File: src/rtl/rf_pkg.sv
package rf_pkg;
  localparam logic [31:0] FILL_OPCODE = 32'h0000_0411;
  localparam int VX_LSB = 19;
  localparam int VX_W   = 11;
  localparam int VY_LSB = 3;
  localparam int VY_W   = 10;

  typedef enum logic [2:0] {
    ST_IDLE, ST_REQ, ST_CAP, ST_SETUP, ST_FILL, ST_DONE
  } rf_state_e;

  // column field of an unbiased corner
  function automatic logic [VX_W-1:0] corner_x(input logic [31:0] v, input logic [31:0] bias);
    logic [31:0] t;
    t = v - bias;
    return t[VX_LSB +: VX_W];
  endfunction

  // row field of an unbiased corner
  function automatic logic [VY_W-1:0] corner_y(input logic [31:0] v, input logic [31:0] bias);
    logic [31:0] t;
    t = v - bias;
    return t[VY_LSB +: VY_W];
  endfunction

  // rounded quarter of the raw line width
  function automatic logic [31:0] eff_width(input logic [31:0] raw);
    logic [32:0] s;
    s = {1'b0, raw} + 33'd1;
    return 32'(s >> 2);
  endfunction

  function automatic logic [7:0] grey_level(input logic [7:0] sel);
    if (sel == 8'd0)      return 8'h00;
    else if (sel == 8'd7) return 8'hC0;
    else                  return 8'hFF;
  endfunction

  function automatic logic [23:0] pixel_of(input logic [31:0] attr, input logic deep);
    logic [7:0] g;
    g = grey_level(attr[23:16]);
    if (deep) return {g, g, g};
    else      return {16'h0000, attr[7:0]};
  endfunction
endpackage

File: src/rtl/rf_decode.sv
module rf_decode import rf_pkg::*; #(
  parameter int FB_W  = 1280,
  parameter int ROW_W = 32,
  parameter int WID_W = $clog2(FB_W + 1)
) (
  input  logic [31:0]      lw_raw,
  input  logic [31:0]      attr,
  input  logic [31:0]      v_a,
  input  logic [31:0]      v_b,
  input  logic             deep,
  output logic [VX_W-1:0]  x_a,
  output logic [VX_W-1:0]  x_b,
  output logic [ROW_W-1:0] y_first,
  output logic [ROW_W-1:0] y_stop,
  output logic [WID_W-1:0] width,
  output logic [23:0]      pixel,
  output logic             empty
);
  localparam int DW = VX_W + 2;
  logic signed [DW-1:0] diff;
  logic [VY_W-1:0] ya, yb;

  always_comb begin
    x_a     = corner_x(v_a, lw_raw);
    x_b     = corner_x(v_b, lw_raw);
    ya      = corner_y(v_a, lw_raw);
    yb      = corner_y(v_b, lw_raw);
    y_first = ROW_W'(ya);
    y_stop  = ROW_W'(yb) + ROW_W'(eff_width(lw_raw));
    diff    = $signed({2'b00, x_b}) - $signed({2'b00, x_a});
    if (diff <= 0)                   width = '0;
    else if (int'(diff) > FB_W)      width = WID_W'(FB_W);
    else                             width = WID_W'(diff);
    pixel   = pixel_of(attr, deep);
    empty   = (width == '0) || (y_stop <= y_first);
  end
endmodule

File: src/rtl/rf_raster.sv
module rf_raster #(
  parameter int FB_W  = 1280,
  parameter int COL_W = 12,
  parameter int ROW_W = 32,
  parameter int WID_W = 11,
  parameter int AW    = 32
) (
  input  logic             clk,
  input  logic             rst_n,
  input  logic             load,
  input  logic [COL_W-1:0] x0,
  input  logic [WID_W-1:0] width,
  input  logic [ROW_W-1:0] y0,
  input  logic [ROW_W-1:0] y_stop,
  output logic             we,
  output logic [AW-1:0]    addr,
  output logic [ROW_W-1:0] row,
  output logic             last
);
  logic [COL_W-1:0] col, col_start, col_last;
  logic [ROW_W-1:0] row_last;
  logic             active, row_end;

  assign row_end = (col == col_last);
  assign last    = active && row_end && (row == row_last);
  assign we      = active;
  assign addr    = AW'(row) * AW'(FB_W) + AW'(col);

  always_ff @(posedge clk) begin
    if (!rst_n) begin
      active    <= 1'b0;
      col       <= '0;
      col_start <= '0;
      col_last  <= '0;
      row       <= '0;
      row_last  <= '0;
    end else if (load) begin
      active    <= 1'b1;
      col       <= x0;
      col_start <= x0;
      col_last  <= x0 + COL_W'(width) - COL_W'(1);
      row       <= y0;
      row_last  <= y_stop - ROW_W'(1);
    end else if (active) begin
      if (last) begin
        active <= 1'b0;
      end else if (row_end) begin
        col <= col_start;
        row <= row + ROW_W'(1);
      end else begin
        col <= col + COL_W'(1);
      end
    end
  end

  // within a row the address advances by one pixel per cycle
  p_addr_step_r9: assert property (@(posedge clk) disable iff (!rst_n)
    (we && $past(we) && row == $past(row)) |-> addr == $past(addr) + AW'(1));
  // a new row is exactly the next one
  p_row_step_r9: assert property (@(posedge clk) disable iff (!rst_n)
    (we && $past(we) && row != $past(row)) |-> row == $past(row) + ROW_W'(1));
endmodule

File: src/rtl/rf_dirty.sv
module rf_dirty import rf_pkg::*; #(
  parameter int ROW_W = 32
) (
  input  logic             clk,
  input  logic             rst_n,
  input  logic             upd_x,
  input  logic [VX_W-1:0]  x_a,
  input  logic [VX_W-1:0]  x_b,
  input  logic             upd_y,
  input  logic [ROW_W-1:0] row,
  output logic [VX_W-1:0]  x_lo,
  output logic [VX_W-1:0]  x_hi,
  output logic [ROW_W-1:0] y_lo,
  output logic [ROW_W-1:0] y_hi
);
  always_ff @(posedge clk) begin
    if (!rst_n) begin
      x_lo <= '1;
      x_hi <= '0;
      y_lo <= '1;
      y_hi <= '0;
    end else begin
      if (upd_x) begin
        if (x_a < x_lo) x_lo <= x_a;
        if (x_b > x_hi) x_hi <= x_b;
      end
      if (upd_y) begin
        if (row < y_lo) y_lo <= row;
        if (row > y_hi) y_hi <= row;
      end
    end
  end

  // the column bounds only ever widen
  p_x_grow_r10: assert property (@(posedge clk) disable iff (!rst_n)
    (x_lo <= $past(x_lo)) && (x_hi >= $past(x_hi)));
  // a written row lies inside the row bounds afterwards
  p_y_cover_r11: assert property (@(posedge clk) disable iff (!rst_n)
    upd_y |=> (y_lo <= $past(row)) && (y_hi >= $past(row)));
endmodule

File: src/rtl/rect_fill.sv
module rect_fill import rf_pkg::*; #(
  parameter int FB_W  = 1280,
  parameter int ROW_W = 32,
  parameter int AW    = 32,
  parameter int PKT_AW = 3
) (
  input  logic              clk,
  input  logic              rst_n,
  input  logic              start,
  input  logic              mode24,
  output logic              busy,
  output logic              done,
  output logic              pkt_rd,
  output logic [PKT_AW-1:0] pkt_addr,
  input  logic [31:0]       pkt_rdata,
  output logic              fb_we,
  output logic [AW-1:0]     fb_addr,
  output logic [23:0]       fb_wdata,
  output logic [VX_W-1:0]   dirty_x_lo,
  output logic [VX_W-1:0]   dirty_x_hi,
  output logic [ROW_W-1:0]  dirty_y_lo,
  output logic [ROW_W-1:0]  dirty_y_hi
);
  localparam int WID_W  = $clog2(FB_W + 1);
  localparam int COL_W  = VX_W + 1;
  localparam int NWORDS = 5;
  localparam int KW     = $clog2(NWORDS);

  rf_state_e        st;
  logic [KW-1:0]    k;
  logic [31:0]      w_lw, w_attr, w_va, w_vb;
  logic             deep;

  logic [VX_W-1:0]  d_xa, d_xb;
  logic [ROW_W-1:0] d_y0, d_ystop, r_row;
  logic [WID_W-1:0] d_width;
  logic             d_empty, r_last;
  logic             accept, bad_opcode, fill_load, x_update;

  assign accept     = (st == ST_IDLE) && start;
  assign bad_opcode = (st == ST_CAP) && (k == '0) && (pkt_rdata != FILL_OPCODE);
  assign fill_load  = (st == ST_SETUP) && !d_empty;
  assign x_update   = (st == ST_SETUP);
  assign busy       = (st != ST_IDLE) && (st != ST_DONE);
  assign done       = (st == ST_DONE);
  assign pkt_rd     = (st == ST_REQ);
  // word 0 first, then the four consecutive words from index 4
  assign pkt_addr   = (k == '0) ? PKT_AW'(0) : PKT_AW'(k) + PKT_AW'(3);

  always_ff @(posedge clk) begin
    if (!rst_n) begin
      st     <= ST_IDLE;
      k      <= '0;
      deep   <= 1'b0;
      w_lw   <= '0;
      w_attr <= '0;
      w_va   <= '0;
      w_vb   <= '0;
    end else begin
      case (st)
        ST_IDLE: if (start) begin
          st   <= ST_REQ;
          k    <= '0;
          deep <= mode24;
        end
        ST_REQ: st <= ST_CAP;
        ST_CAP: begin
          case (k)
            KW'(1): w_lw   <= pkt_rdata;
            KW'(2): w_attr <= pkt_rdata;
            KW'(3): w_va   <= pkt_rdata;
            KW'(4): w_vb   <= pkt_rdata;
            default: ;
          endcase
          if (bad_opcode)                st <= ST_DONE;
          else if (k == KW'(NWORDS - 1)) st <= ST_SETUP;
          else begin
            k  <= k + KW'(1);
            st <= ST_REQ;
          end
        end
        ST_SETUP: st <= d_empty ? ST_DONE : ST_FILL;
        ST_FILL:  if (r_last) st <= ST_DONE;
        ST_DONE:  st <= ST_IDLE;
        default:  st <= ST_IDLE;
      endcase
    end
  end

  rf_decode #(.FB_W(FB_W), .ROW_W(ROW_W), .WID_W(WID_W)) u_dec (
    .lw_raw(w_lw), .attr(w_attr), .v_a(w_va), .v_b(w_vb), .deep(deep),
    .x_a(d_xa), .x_b(d_xb), .y_first(d_y0), .y_stop(d_ystop),
    .width(d_width), .pixel(fb_wdata), .empty(d_empty)
  );

  rf_raster #(.FB_W(FB_W), .COL_W(COL_W), .ROW_W(ROW_W), .WID_W(WID_W), .AW(AW)) u_ras (
    .clk(clk), .rst_n(rst_n), .load(fill_load), .x0(COL_W'(d_xa)),
    .width(d_width), .y0(d_y0), .y_stop(d_ystop),
    .we(fb_we), .addr(fb_addr), .row(r_row), .last(r_last)
  );

  rf_dirty #(.ROW_W(ROW_W)) u_dirty (
    .clk(clk), .rst_n(rst_n), .upd_x(x_update), .x_a(d_xa), .x_b(d_xb),
    .upd_y(fb_we), .row(r_row),
    .x_lo(dirty_x_lo), .x_hi(dirty_x_hi), .y_lo(dirty_y_lo), .y_hi(dirty_y_hi)
  );

  // an accepted start raises busy on the next cycle
  p_start_busy_r1: assert property (@(posedge clk) disable iff (!rst_n)
    accept |=> busy);
  // done lasts one cycle and never overlaps busy
  p_done_pulse_r1: assert property (@(posedge clk) disable iff (!rst_n)
    done |-> !busy ##1 !done);
  // a wrong opcode ends the run at once
  p_bad_opcode_r2: assert property (@(posedge clk) disable iff (!rst_n)
    bad_opcode |=> done && !fb_we);
  // pixels are only written during a run
  p_we_in_run_r9: assert property (@(posedge clk) disable iff (!rst_n)
    fb_we |-> busy);
  // the pixel value holds across a run of writes
  p_pixel_hold_r7: assert property (@(posedge clk) disable iff (!rst_n)
    (fb_we && $past(fb_we)) |-> $stable(fb_wdata));
endmodule

File: config.mk
export PLATFORM = sky130hd
export DESIGN_NAME = rect_fill
export DESIGN_NICKNAME = d
export VERILOG_FILES = /design/src/rtl/rf_pkg.sv /design/src/rtl/rf_decode.sv /design/src/rtl/rf_raster.sv /design/src/rtl/rf_dirty.sv /design/src/rtl/rect_fill.sv
export SDC_FILE = /design/constraint.sdc
export NUM_CORES = 1
export LEC_CHECK = 0
export BUFFER_PORTS_ARGS = -buffer_cell sky130_fd_sc_hd__buf_2
export CAP_MARGIN = 20
export CORE_ASPECT_RATIO = 2
export CORE_MARGIN = 4
export CORE_UTILIZATION = 55
export CTS_BUF_LIST = sky130_fd_sc_hd__clkbuf_8
export CTS_CLUSTER_DIAMETER = 60
export DETAILED_ROUTE_END_ITERATION = 6
export PLACE_DENSITY = 0.78
export SLEW_MARGIN = 20
export SYNTH_ARGS = -nofsm -noshare
export SYNTH_HDL_FRONTEND = slang
export SYNTH_SLANG_ARGS = --single-unit
File: constraint.sdc
create_clock -name clk -period 10.98 [get_ports clk]
set_input_delay 0.549 -clock clk [delete_from_list [all_inputs] [get_ports clk]]
set_output_delay 0.549 -clock clk [all_outputs]
set_load 0.01 [all_outputs]
# After elaboration in Yosys (flattened, before gate mapping)
# Cells that the tools add are included.
word_totals:
  regBits: 309
  inputBits: 36
  output_inout_bits: 149
  elab_cells: 120
op_classes:
  n_addsub: 13
  mul: 1
  n_lt_le_gt_ge: 7
  n_eq_ne: 19
  mux: 27
  bitwise_logic: 2
  n_reduce_logical: 32
op_table:
  columns: ["operator", "n"]
  rows:
  - ["30-bit subtractor", 2]
  - ["11-bit two-way mux", 5]
  - ["10-bit two-way mux", 4]
  - ["32-bit by 1-bit adder with 33-bit output (second input constant)", 1]
  - ["10-bit by 31-bit adder with 32-bit output", 1]
  - ["32-bit by 1-bit adder with 32-bit output (second input constant)", 1]
  - ["32-bit by 12-bit adder with 32-bit output", 1]
  - ["32-bit equality test", 1]
  - ["32-bit > comparator", 1]
  - ["32-bit by 10-bit less-or-equal comparator with 1-bit output", 1]
  - ["32-bit < comparator", 1]
  - ["32-bit by 3-bit multiplier with 24-bit output (second input constant)", 1]
  - ["32-bit by 11-bit != test with 1-bit output (second input constant)", 1]
  - ["32-bit by 1-bit subtractor with 32-bit output (second input constant)", 1]
  - ["24-bit two-way mux", 1]
  - ["2-bit AND reduction", 12]
  - ["3-bit two-way mux", 7]
  - ["3-bit one-hot mux with 5 select lines", 1]
  - ["11-bit by 11-bit adder with 12-bit output", 1]
  - ["12-bit by 1-bit adder with 12-bit output (second input constant)", 1]
  - ["12-bit equality test", 1]
  - ["3-bit by 2-bit equality test with 1-bit output (second input constant)", 4]
  - ["12-bit > comparator (second input constant)", 1]
  - ["12-bit by 1-bit less-or-equal comparator with 1-bit output (second input constant)", 1]
  - ["other kinds (30)", 49]

# Logic depth before layout (Yosys ltp)
logic_depth:
  ltp_word: 11
  ltp_mapped: 43
  ltp_nobuf: 38

# Modules after synthesis
# From an unflattened synthesis, not the netlist that was laid out.
unflattened:
  cells_unflattened: 3035
  area_unflattened_um2: 23984.3
by_module_without_submodules:
  columns: ["mod", "n_inst", "cells_each", "area_per_inst_um2", "seq_area_each_um2"]
  rows:
  - ["rf_raster", 1, 1052, 8226.6, 2021.9]
  - ["rf_dirty", 1, 642, 5381.4, 1721.7]
  - ["rect_fill", 1, 631, 5378.9, 2702.6]
  - ["rf_decode", 1, 710, 4997.3, 0.0]

# Worst setup path before layout
# OpenSTA, ideal clock, no wires.
synth_timing:
  path_kind: "register to register"
  start: "reg w_lw[20]"
  end: "reg u_ras.col_last[11]"
  setup_time_ps: 70
  arrival_time_ps: 7529
  t_required_ps: 10910
  setup_slack_ps: 3381
  stages_incl_launch_ff: 43
  n_path_buf: 5
  path_cell_list: "dfxtp_1 clkbuf_1 inv_1 ha_1 clkbuf_1 nand3_1 nor4_1 a21oi_1 o21ba_1 or2_0 buf_2 a41o_1 and2_1 o21ai_0 a21boi_0 o21a_1 nor2_1 xnor2_1 (+7 left out) and3_1 buf_6 nand2_1 ha_1 inv_1 ha_1 fa_1 a21o_1 a21o_1 a21o_1 a21oi_1 o21bai_1 a21oi_1 o21bai_1 a21oi_1 xnor2_1 nand3_1 a21oi_1"
synth_via:
  elab_chain_cells: 9
  word_cells_on_any_way: 16
synth_lines:
  columns: ["element", "line", "source"]
  rows:
  - ["from (decl)", "rect_fill.sv:31", "logic [31:0] w_lw, w_attr, w_va, w_vb;"]
  - ["from (signal assigned)", "rect_fill.sv:69", "KW'(1): w_lw <= pkt_rdata;"]
  - ["30-bit subtractor *", null, null]
  - ["net d_xa[10]", "rect_fill.sv:34", "logic [VX_W-1:0] d_xa, d_xb;"]
  - ["branches (longest 8 deep; another with 11-bit by 11-bit subtractor with 12-bit output)", null, null]
  - ["to (signal assigned)", "rf_raster.sv:41", "col_last <= x0 + COL_W'(width) - COL_W'(1);"]
  - ["to (decl)", "rf_raster.sv:20", "logic [COL_W-1:0] col, col_start, col_last;"]
# Mark *: on every way through the listed nets, which the timed path passes.
# A chain may end at the register's enable or synchronous reset.

# Worst setup path after layout
layout_timing:
  start: "reg w_lw[6]"
  end: "reg u_ras.col_last[11]"
layout_via:
  elab_chain_cells: 9
  word_cells_on_any_way: 16
layout_lines:
  columns: ["element", "line", "source"]
  rows:
  - ["30-bit subtractor *", "rf_pkg.sv:22", "t = v - bias;"]
  - ["net d_xa[10]", "rect_fill.sv:34", null]
  - ["branches (longest 8 deep; another with 11-bit by 11-bit subtractor with 12-bit output)", null, null]
# Marks and branches as above.

==> results.json <==
{
  "status": "finished clean",
  "area_growth_pct": 9.43,
  "dr.pass1.iters": 7,
  "power_switching_mw": 0.841,
  "numCtsBuffers": 45,
  "grt_max_degree": 94,
  "chipHeight_um": 293,
  "ir_worst_vdd_mv": 0.140,
  "rows": 104,
  "cts_resized": 0,
  "critPathMaxFanout": 64,
  "postRouteAntennaNets": 0,
  "synth_commonest_cells": "nand2_1 (361), dfxtp_1 (301), a21oi_1 (296), ha_1 (233)",
  "maxCapViolCount": 0,
  "netlist_area_sq_um": 22400,
  "start_util": 0.557,
  "cts_hold_buf": 0,
  "rsz0062_at_grt": "false",
  "seq_power_share": 0.412,
  "swShare": 0.314,
  "antenna_found_initial": 1,
  "grt_pass1_wl_mm": 115,
  "synth_cell_types": 90,
  "relSlewSlack": 0.328,
  "cpPeakStageDelay_ns": 0.62,
  "routed_via_density": 6.06,
  "dp_hpwl_mm": 58.0,
  "clkPwrFrac": 0.398,
  "grt_use_total": 0.327,
  "period_share": 0.880,
  "drt_wl_total_mm": 73.9,
  "place.gp.congestion": 1.03,
  "synth-seq-cells": 301,
  "p_total_mw": 2.68,
  "cts_tree": "yes",
  "wl_per_cell_um": 20.7,
  "yosys.area.top_type": "dfxtp_1",
  "crit_path_end_kind": "flip-flop",
  "setup_violations": 0,
  "synth_flop_cell": "dfxtp_1",
  "postCtsSetupBuffers": 0,
  "synth.avg_cell_area_sq_um": 7.67,
  "cp.arrival_ns": 10.19,
  "async_flop_share": 0,
  "dieArea_sq_um": 44200,
  "coreArea_sq_um": 40200,
  "ys_seq_area_frac": 0.269,
  "worst_pin_slew_ns": 1.01,
  "fin_crit_ns": 9.66,
  "worst_path_max_delay_cell": "a211oi_1",
  "synth_top_area_share": 0.269,
  "setup_tns_ns": 0,
  "synth_warnings": 0,
  "yosysMostFrequentCell": "nand2_1",
  "drive_above_1_share": 0.109,
  "ios": 185,
  "vias": 21700,
  "power.leakage_nw": 11.0,
  "worstPathRequired_ns": 11.51,
  "gr-total-overflow": 0,
  "fin_nets": 3283,
  "clk_pin_slew_ns": 0.07,
  "postSynthCellCount": 2922,
  "fin_skew_ns": 0.0334,
  "remaining_drc_errors": 0,
  "cts-root-buf": "clkbuf_8",
  "p_int_mw": 1.84,
  "stdcell_area_sq_um": 24500,
  "hold_class": "in -> reg",
  "drv_slew": 0,
  "synth_edf_count": 0,
  "insertion_delay_ns": 0.61,
  "fin_util": 0.610,
  "post_dp_cell_area_sq_um": 23500,
  "drt-initial-drc-count": 1262,
  "cts.sinks": 301,
  "grt_pass1_vias": 21800,
  "htreeDepth": 2,
  "max_clock_freq_mhz": 104,
  "worst_setup_path_start_kind": "flip-flop",
  "power.density_nw_per_um2": 109,
  "die_x_um": 151,
  "port_buffers": 184,
  "clock_path_buffers": 3,
  "comb_power_share": 0.190,
  "hold_viol_final": 0,
  "synth_area_leaders": "dfxtp_1 (27%), ha_1 (13%), a21oi_1 (6.6%)",
  "synth_nets": 3195,
  "worstSetupPathType": "reg -> reg"
}
logic make-up (layout without fill, tap and decap cells):
| family | after synthesis | in the layout | share of synthesized area |
|---|---|---|---|
| simple gates | 944 | 944 | 0.195 |
| compound gates | 768 | 768 | 0.214 |
| buf+inv | 377 | 501 | 0.0681 |
| flops | 301 | 301 | 0.269 |
| fa+ha+maj | 245 | 245 | 0.137 |
| xor+xnor | 231 | 231 | 0.0916 |
| mux | 56 | 56 | 0.0254 |
| other cells | 0 | 1 | 0 |
critical path: cells and delay by family, from the launching register on:
family          cells  cell delay [ns]
fa+ha+maj           5             1.63
buf+inv             4             0.85
xor+xnor            2             0.49
flops               1             0.46
compound gates     15             3.39
simple gates       11             2.75
flip-flops by register name, summed over array words and instances, names as in the netlist, 11 cells and up:
signal / cells
w_lw: 32
u_dirty.x_lo: 11
w_attr: 16
u_dirty.y_lo: 32
u_ras.col_start: 11
u_ras.row: 32
u_ras.col_last: 12
u_ras.col: 12
u_dirty.x_hi: 11
u_dirty.y_hi: 32
w_va: 30
w_vb: 30
u_ras.row_last: 32
metrics by stage:
stage	setup slack [ns]	hold WS, ns	instances
2_1_floorplan	3.38	0.431	2922
3_3_place_gp	1.75	0.439	3493
3_5_place_dp	1.52	0.446	3493
4_1_cts	1.43	0.152	3576
5_1_grt	0.643	0.194	3577
6_report	1.32	0.196	3577
power groups by stage:
stage | Sequential, mW | Combinational [mW] | Clock [mW]
5_1_grt | 1.10 | 0.558 | 1.13
4_1_cts | 1.10 | 0.502 | 1.09
3_5_place_dp | 1.13 | 0.499 | 0
6_report | 1.10 | 0.510 | 1.07
2_1_floorplan | 1.12 | 0.394 | 0
3_3_place_gp | 1.13 | 0.488 | 0
area by class of cell:
cell class | instances | area (sq um)
Clock inverter | 24 | 233
Antenna cell | 1 | 2.50
Sequential cell | 301 | 6030
Clock buffer | 59 | 812
Multi-Input combinational cell | 2244 | 14900
Timing Repair Buffer | 206 | 1090
Fill cell | 3680 | 15700
Inverter | 212 | 801
Tap cell | 530 | 663
final timing paths:
kind                   startpoint  slack, ns  depth (start not counted)                              end
max          w_lw[6]$_SDFFE_PN0P_       1.32                         37  u_ras.col_last[11]$_SDFFE_PN0P_
min                        mode24       0.20                          3                deep$_SDFFE_PN0P_
max reg2reg  w_lw[6]$_SDFFE_PN0P_       1.32                         37  u_ras.col_last[11]$_SDFFE_PN0P_
min reg2reg  w_va[0]$_SDFFE_PN0P_       0.45                          2             w_va[0]$_SDFFE_PN0P_
metal layers:
layer / part of all wire / routed length (um) / vias to the layer above / track usage
li1: - / - / 10400 / -
met1: 0.34 / 25400 / 10200 / 0.318
met2: 0.53 / 39000 / 790 / 0.624
met3: 0.046 / 3380 / 305 / 0.0358
met4: 0.083 / 6160 / 0 / 0.229
met5: 0 / 0 / - / 0
cells in the final DEF (no fill, tap or decap), types with 38 or more instances in the layout:
cell type	netlist	routed
nand3_1	104	104
nor2_1	208	208
nand2_1	361	360
mux2i_1	49	49
a211oi_1	41	41
o211ai_1	82	82
xnor2_1	128	128
xor2_1	100	100
o21ai_0	147	145
a21oi_1	296	295
a21o_1	50	50
inv_1	208	210
ha_1	233	233
nand4_1	38	38
clkbuf_8	0	59
buf_2	10	184
nor3_1	53	53
dfxtp_1	301	301
Power figures use the tool's default switching activity.
